File: src/rtl/stego_extract3_pkg.sv
package stego_extract3_pkg;

  // Strobes from the control to the datapath, one set per cycle.
  typedef struct packed {
    logic load0;    // take y0 of a unit
    logic load1;    // take y1 of a unit
    logic load2;    // y2 present: form the three message bits
    logic advance;  // an output item was handed off this cycle
  } xtr_strobe_t;

  localparam int unsigned UNIT_PIX = 3;

endpackage

File: src/rtl/stego_extract3_ctrl.sv
module stego_extract3_ctrl
  import stego_extract3_pkg::*;
#(
  parameter int IMG_W  = 128,
  parameter int IMG_H  = 128,
  parameter int SERIAL = 0
) (
  input  logic        clk,
  input  logic        rstN,
  input  logic        pixValid,
  output logic        pixReady,
  input  logic        outReady,
  output logic        outValid,
  output logic        frameDone,
  output xtr_strobe_t strobe
);

  localparam int NPIX    = IMG_W * IMG_H;
  localparam int NUNITS  = NPIX / UNIT_PIX;
  localparam int USED    = NUNITS * UNIT_PIX;
  localparam int PIX_CW  = $clog2(NPIX + 1);
  localparam int UNIT_CW = $clog2(NUNITS + 1);
  localparam logic [PIX_CW-1:0]  LAST_PIX  = PIX_CW'(NPIX - 1);
  localparam logic [PIX_CW-1:0]  USED_PIX  = PIX_CW'(USED);
  localparam logic [UNIT_CW-1:0] LAST_UNIT = UNIT_CW'(NUNITS - 1);

  logic [PIX_CW-1:0]  pixIdx;
  logic [1:0]         slot;
  logic [UNIT_CW-1:0] unitIdx;
  logic               pending;
  logic               lastPend;
  logic [1:0]         beat;
  logic               doneR;

  logic inBody;
  logic accept;
  logic handoff;
  logic lastBeat;
  logic finalBeat;

  always_comb begin
    inBody    = pixIdx < USED_PIX;
    pixReady  = !(inBody && slot == 2'd2 && pending);
    accept    = pixValid && pixReady;
    handoff   = pending && outReady;
    lastBeat  = (SERIAL != 0) ? (beat == 2'd2) : 1'b1;
    finalBeat = handoff && lastBeat;

    strobe.load0   = accept && inBody && slot == 2'd0;
    strobe.load1   = accept && inBody && slot == 2'd1;
    strobe.load2   = accept && inBody && slot == 2'd2;
    strobe.advance = handoff;
  end

  assign outValid  = pending;
  assign frameDone = doneR;

  // Frame position and unit phase.
  always_ff @(posedge clk or negedge rstN) begin
    if (!rstN) begin
      pixIdx <= '0;
      slot   <= 2'd0;
    end else if (accept) begin
      if (pixIdx == LAST_PIX) begin
        pixIdx <= '0;
        slot   <= 2'd0;
      end else begin
        pixIdx <= pixIdx + 1'b1;
        slot   <= (slot == 2'd2) ? 2'd0 : slot + 2'd1;
      end
    end
  end

  // Unit count inside the frame.
  always_ff @(posedge clk or negedge rstN) begin
    if (!rstN) begin
      unitIdx <= '0;
    end else if (strobe.load2) begin
      unitIdx <= (unitIdx == LAST_UNIT) ? '0 : unitIdx + 1'b1;
    end
  end

  // Output occupancy, serial beat and end-of-frame pulse.
  always_ff @(posedge clk or negedge rstN) begin
    if (!rstN) begin
      pending  <= 1'b0;
      lastPend <= 1'b0;
      beat     <= 2'd0;
      doneR    <= 1'b0;
    end else begin
      if (strobe.load2) begin
        pending  <= 1'b1;
        lastPend <= (unitIdx == LAST_UNIT);
        beat     <= 2'd0;
      end else if (handoff) begin
        if (lastBeat) pending <= 1'b0;
        beat <= beat + 2'd1;
      end
      doneR <= finalBeat && lastPend;
    end
  end

  a_r6_pending_kept: assert property (@(posedge clk) disable iff (!rstN)
    pending && !outReady |=> pending);

  a_r8_done_single: assert property (@(posedge clk) disable iff (!rstN)
    doneR |=> !doneR);

  a_r8_done_after_handoff: assert property (@(posedge clk) disable iff (!rstN)
    doneR |-> $past(handoff));

  a_r9_unit_bound: assert property (@(posedge clk) disable iff (!rstN)
    unitIdx <= LAST_UNIT);

  a_r5_beat_bound: assert property (@(posedge clk) disable iff (!rstN)
    pending |-> beat <= 2'd2);

  a_r7_tail_no_load: assert property (@(posedge clk) disable iff (!rstN)
    !inBody |-> !(strobe.load0 || strobe.load1 || strobe.load2));

endmodule

File: src/rtl/stego_extract3_dp.sv
module stego_extract3_dp
  import stego_extract3_pkg::*;
#(
  parameter int PIX_W  = 8,
  parameter int SERIAL = 0
) (
  input  logic                            clk,
  input  logic                            rstN,
  input  logic [PIX_W-1:0]                pixData,
  input  xtr_strobe_t                     strobe,
  output logic [(SERIAL != 0 ? 1 : 3)-1:0] outData
);

  // Only the two low bits of a pixel reach a message bit:
  // LSB(a + (b>>1)) = a[0] ^ b[1].
  localparam int KEEP_W = 2;

  logic [KEEP_W-1:0] y0Lo;
  logic [KEEP_W-1:0] y1Lo;
  logic [KEEP_W-1:0] unitLo [UNIT_PIX];
  logic [2:0]        newBits;
  logic [2:0]        bitsReg;
  logic              unusedPixHigh;

  assign unusedPixHigh = ^pixData[PIX_W-1:KEEP_W];

  always_comb begin
    unitLo[0] = y0Lo;
    unitLo[1] = y1Lo;
    unitLo[2] = pixData[KEEP_W-1:0];
  end

  for (genvar g = 0; g < UNIT_PIX; g++) begin : g_msg
    assign newBits[g] = unitLo[g][0] ^ unitLo[(g + 1) % UNIT_PIX][1];
  end

  always_ff @(posedge clk or negedge rstN) begin
    if (!rstN) begin
      y0Lo    <= '0;
      y1Lo    <= '0;
      bitsReg <= '0;
    end else begin
      if (strobe.load0) y0Lo <= pixData[KEEP_W-1:0];
      if (strobe.load1) y1Lo <= pixData[KEEP_W-1:0];
      if (strobe.load2) begin
        bitsReg <= newBits;
      end else if (strobe.advance && SERIAL != 0) begin
        bitsReg <= bitsReg >> 1;
      end
    end
  end

  if (SERIAL != 0) begin : g_serial
    assign outData = bitsReg[0];
  end else begin : g_word
    assign outData = bitsReg;
  end

  a_r2_one_load: assert property (@(posedge clk) disable iff (!rstN)
    $onehot0({strobe.load0, strobe.load1, strobe.load2}));

  a_r2_load_order: assert property (@(posedge clk) disable iff (!rstN)
    strobe.load0 |=> !strobe.load2);

endmodule

File: src/rtl/stego_extract3.sv
module stego_extract3
  import stego_extract3_pkg::*;
#(
  parameter int PIX_W  = 8,
  parameter int IMG_W  = 128,
  parameter int IMG_H  = 128,
  parameter int SERIAL = 0
) (
  input  logic                            clk,
  input  logic                            rstN,
  input  logic                            pixValid,
  output logic                            pixReady,
  input  logic [PIX_W-1:0]                pixData,
  output logic                            outValid,
  input  logic                            outReady,
  output logic [(SERIAL != 0 ? 1 : 3)-1:0] outData,
  output logic                            frameDone
);

  xtr_strobe_t strobe;

  stego_extract3_ctrl #(
    .IMG_W (IMG_W),
    .IMG_H (IMG_H),
    .SERIAL(SERIAL)
  ) u_ctrl (
    .clk      (clk),
    .rstN     (rstN),
    .pixValid (pixValid),
    .pixReady (pixReady),
    .outReady (outReady),
    .outValid (outValid),
    .frameDone(frameDone),
    .strobe   (strobe)
  );

  stego_extract3_dp #(
    .PIX_W (PIX_W),
    .SERIAL(SERIAL)
  ) u_dp (
    .clk    (clk),
    .rstN   (rstN),
    .pixData(pixData),
    .strobe (strobe),
    .outData(outData)
  );

  a_r6_hold_out: assert property (@(posedge clk) disable iff (!rstN)
    outValid && !outReady |=> outValid && $stable(outData));

endmodule

File: config.mk
export PLATFORM = sky130hd
export DESIGN_NAME = stego_extract3
export DESIGN_NICKNAME = d
export VERILOG_FILES = /design/src/rtl/stego_extract3_pkg.sv /design/src/rtl/stego_extract3_ctrl.sv /design/src/rtl/stego_extract3_dp.sv /design/src/rtl/stego_extract3.sv
export SDC_FILE = /design/constraint.sdc
export NUM_CORES = 1
export LEC_CHECK = 0
export BUFFER_PORTS_ARGS = -buffer_cell sky130_fd_sc_hd__buf_2
export CORE_MARGIN = 5
export CORE_UTILIZATION = 50
export DETAILED_ROUTE_END_ITERATION = 12
export PLACE_DENSITY = 0.78
export SYNTH_ARGS = -nofsm -noshare
export SYNTH_HDL_FRONTEND = slang
export SYNTH_HIERARCHICAL = 1
export SYNTH_SLANG_ARGS = --single-unit
File: constraint.sdc
create_clock -name clk -period 2.4 [get_ports clk]
set_input_delay 0.24 -clock clk [delete_from_list [all_inputs] [get_ports clk]]
set_output_delay 0.24 -clock clk [all_outputs]
set_load 0.02 [all_outputs]
==> flow_metrics.tcl <==
set metrics [dict create \
    ir_worst_vdd_mv 0.494 \
    clock_power_share 0.235 \
    hpwl_um 2730 \
    syn_area_per_cell_sq_um 10.0 \
    worst_slew_pin_slew_ns 0.872 \
    core_area_sq_um 3970 \
    min_path_type "in -> async" \
    clockBufferDepth 2 \
    endpoint_kind "flip-flop" \
    outcome "finished, final reports clean" \
    cp_max_fo 9 \
    initial_utilization 0.512 \
    p_leak_nw 0.924 \
    cts-root-buf "clkbuf_8" \
    setup_violations 0 \
    final_nets 236 \
    arrival_ns 2.25 \
    crit_chain "nand4_2, nor4_1, a2111oi_0, mux2_2" \
    wire_per_inst_um 14.5 \
    die-height_um 73.8 \
    overflow 0 \
    port_buffers 11 \
    worstSetupPathType "reg -> reg" \
    final_util 0.568 \
    antennaDiodeCount 0 \
    maxCapViolations 0 \
    dieArea_sq_um 5440 \
    antenna_found_initial 0 \
    intPower_mw 1.29 \
    cts_setup_buffers 0 \
    finalHoldWorstSlack_ns 0.0610 \
    grt_max_degree 41 \
    area_delta_synth_final_pct 10.9 \
    rows 23 \
    die_w_um 73.8 \
    p_comb_frac 0.257 \
    gp_congestion 0.784 \
    vias 1588 \
    finClkSkew_ns 0.00876 \
    dr.pass1.iters 4 \
    required_ns 2.58 \
    p_per_area_nw_per_um2 871 \
    drt-total-wl_um 3950 \
    start_kind "flip-flop" \
    postCtsHoldBufs 0 \
    drc 0 \
    clk_pin_slew_ns 0.08 \
    cp_slowest_cell "a2111oi_0" \
    setup-tns-final_ns 0 \
    grt_pass1_vias 1526 \
    grtUsageTotal 0.163 \
    drt-initial-drc-count 98 \
    fmax_mhz 482 \
    ioPinCount 18 \
    post-route-min-period_ns 2.07 \
    yosysWarnings 6 \
    clock_sinks 40 \
    grt_pass1_wl_um 6840 \
    synth_area_sq_um 2030 \
    fin_crit_sh 0.864 \
    drive_above_1_share 0.176 \
    synth_nets 218 \
    ant_nets 0 \
    slowest_delay_ns 0.76 \
    postCtsResizedCells 0 \
    switching_share 0.341 \
    p_switching_uw 670 \
    seqPwrFrac 0.508 \
    synthCells 203 \
    cts_tree "built" \
    slew_violations 0 \
    rsz0062_at_grt "no" \
    insertion_delay_ns 0.29 \
    cts_buffers 5 \
    slew_headroom 0.419 \
    hold_viol_final 0 \
    h-tree-depth 2 \
    vias_per_cell 5.84 \
]
## layout by cell type (no fill, tap or decap), types with 2 or more instances in the layout
cell type	count
a31oi_1	7
a21oi_1	3
nor4_1	3
nand2_1	7
nor4_2	2
dfrtp_1	40
a2111oi_0	2
nor2_1	20
and3_1	2
o21ai_0	22
xnor2_1	4
o31ai_1	12
buf_2	11
buf_4	6
inv_1	9
clkbuf_8	6
o41ai_1	4
nand3_1	13
nor3_1	6
xor2_1	5
ha_1	3
nand2b_1	4
nand4_2	2
mux2_2	7
nand4_1	4
and4_1	2
clkbuf_1	2
## power groups by stage
stage               registers (mW)  clock network [mW]  logic, mW
floorplan                     1.02                   0      0.342
global route                  1.03               0.492      0.584
global placement              1.00                   0      0.491
CTS                          0.996               0.474      0.512
finish                       0.998               0.461      0.505
detailed placement            1.01                   0      0.513
## through the flow
stage | area, sq um | total power [mW] | setup WS [ns] | cells
final | 2260 | 1.96 | 0.326 | 272
after global routing | 2260 | 2.10 | 0.131 | 272
after CTS | 2260 | 1.98 | 0.325 | 272
after detailed placement | 2170 | 1.52 | 0.340 | 264
after global placement | 2170 | 1.49 | 0.384 | 264
after floorplan | 2030 | 1.36 | 0.547 | 203
## critical path: cells and delay by family, from the launching register on
family / cells / cell delay, ns
AOI/OAI and AO/OA: 1 / 0.76
DFF: 1 / 0.44
muxes: 1 / 0.41
and+or+nand+nor: 2 / 0.35
## cell type report
type | count | area (sq um)
Multi-Input combinational cell | 147 | 965
Sequential cell | 40 | 1000
Clock buffer | 8 | 90.1
Inverter | 10 | 37.5
Tap cell | 50 | 62.6
Timing Repair Buffer | 17 | 100
Fill cell | 338 | 1720
## layer usage
metal,GRT usage,vias up,share of wire,wire length [um]
li1,-,792,-,-
met1,0.215,764,0.50,1960
met2,0.257,23,0.46,1810
met3,0.0301,9,0.026,102
met4,0.0805,0,0.020,80
met5,0,-,0,0
## state kept, by name, summed over array words and instances (netlist names)
signal,cells
u_ctrl/slot,2
u_ctrl/pixIdx,15
u_dp/outData,3
u_ctrl/outValid,1
u_dp/y0Lo,2
u_ctrl/unitIdx,13
u_dp/y1Lo,2
u_ctrl/lastPend,1
u_ctrl/frameDone,1
## final timing paths
kind,to,slack [ns],cells past startpoint,startpoint
max in group asynchronous,u_ctrl/pixIdx[13],1.79,1,rstN
min in group clk,u_ctrl/outValid,0.15,2,outReady
setup reg to reg,u_dp/y1Lo[1],0.33,4,u_ctrl/pixIdx[0]
hold / removal,u_ctrl/unitIdx[8],0.06,1,rstN
setup / recovery,u_dp/y1Lo[1],0.33,4,u_ctrl/pixIdx[0]
hold reg to reg,u_ctrl/pixIdx[6],0.47,1,u_ctrl/pixIdx[6]
Power figures use the tool's default switching activity.
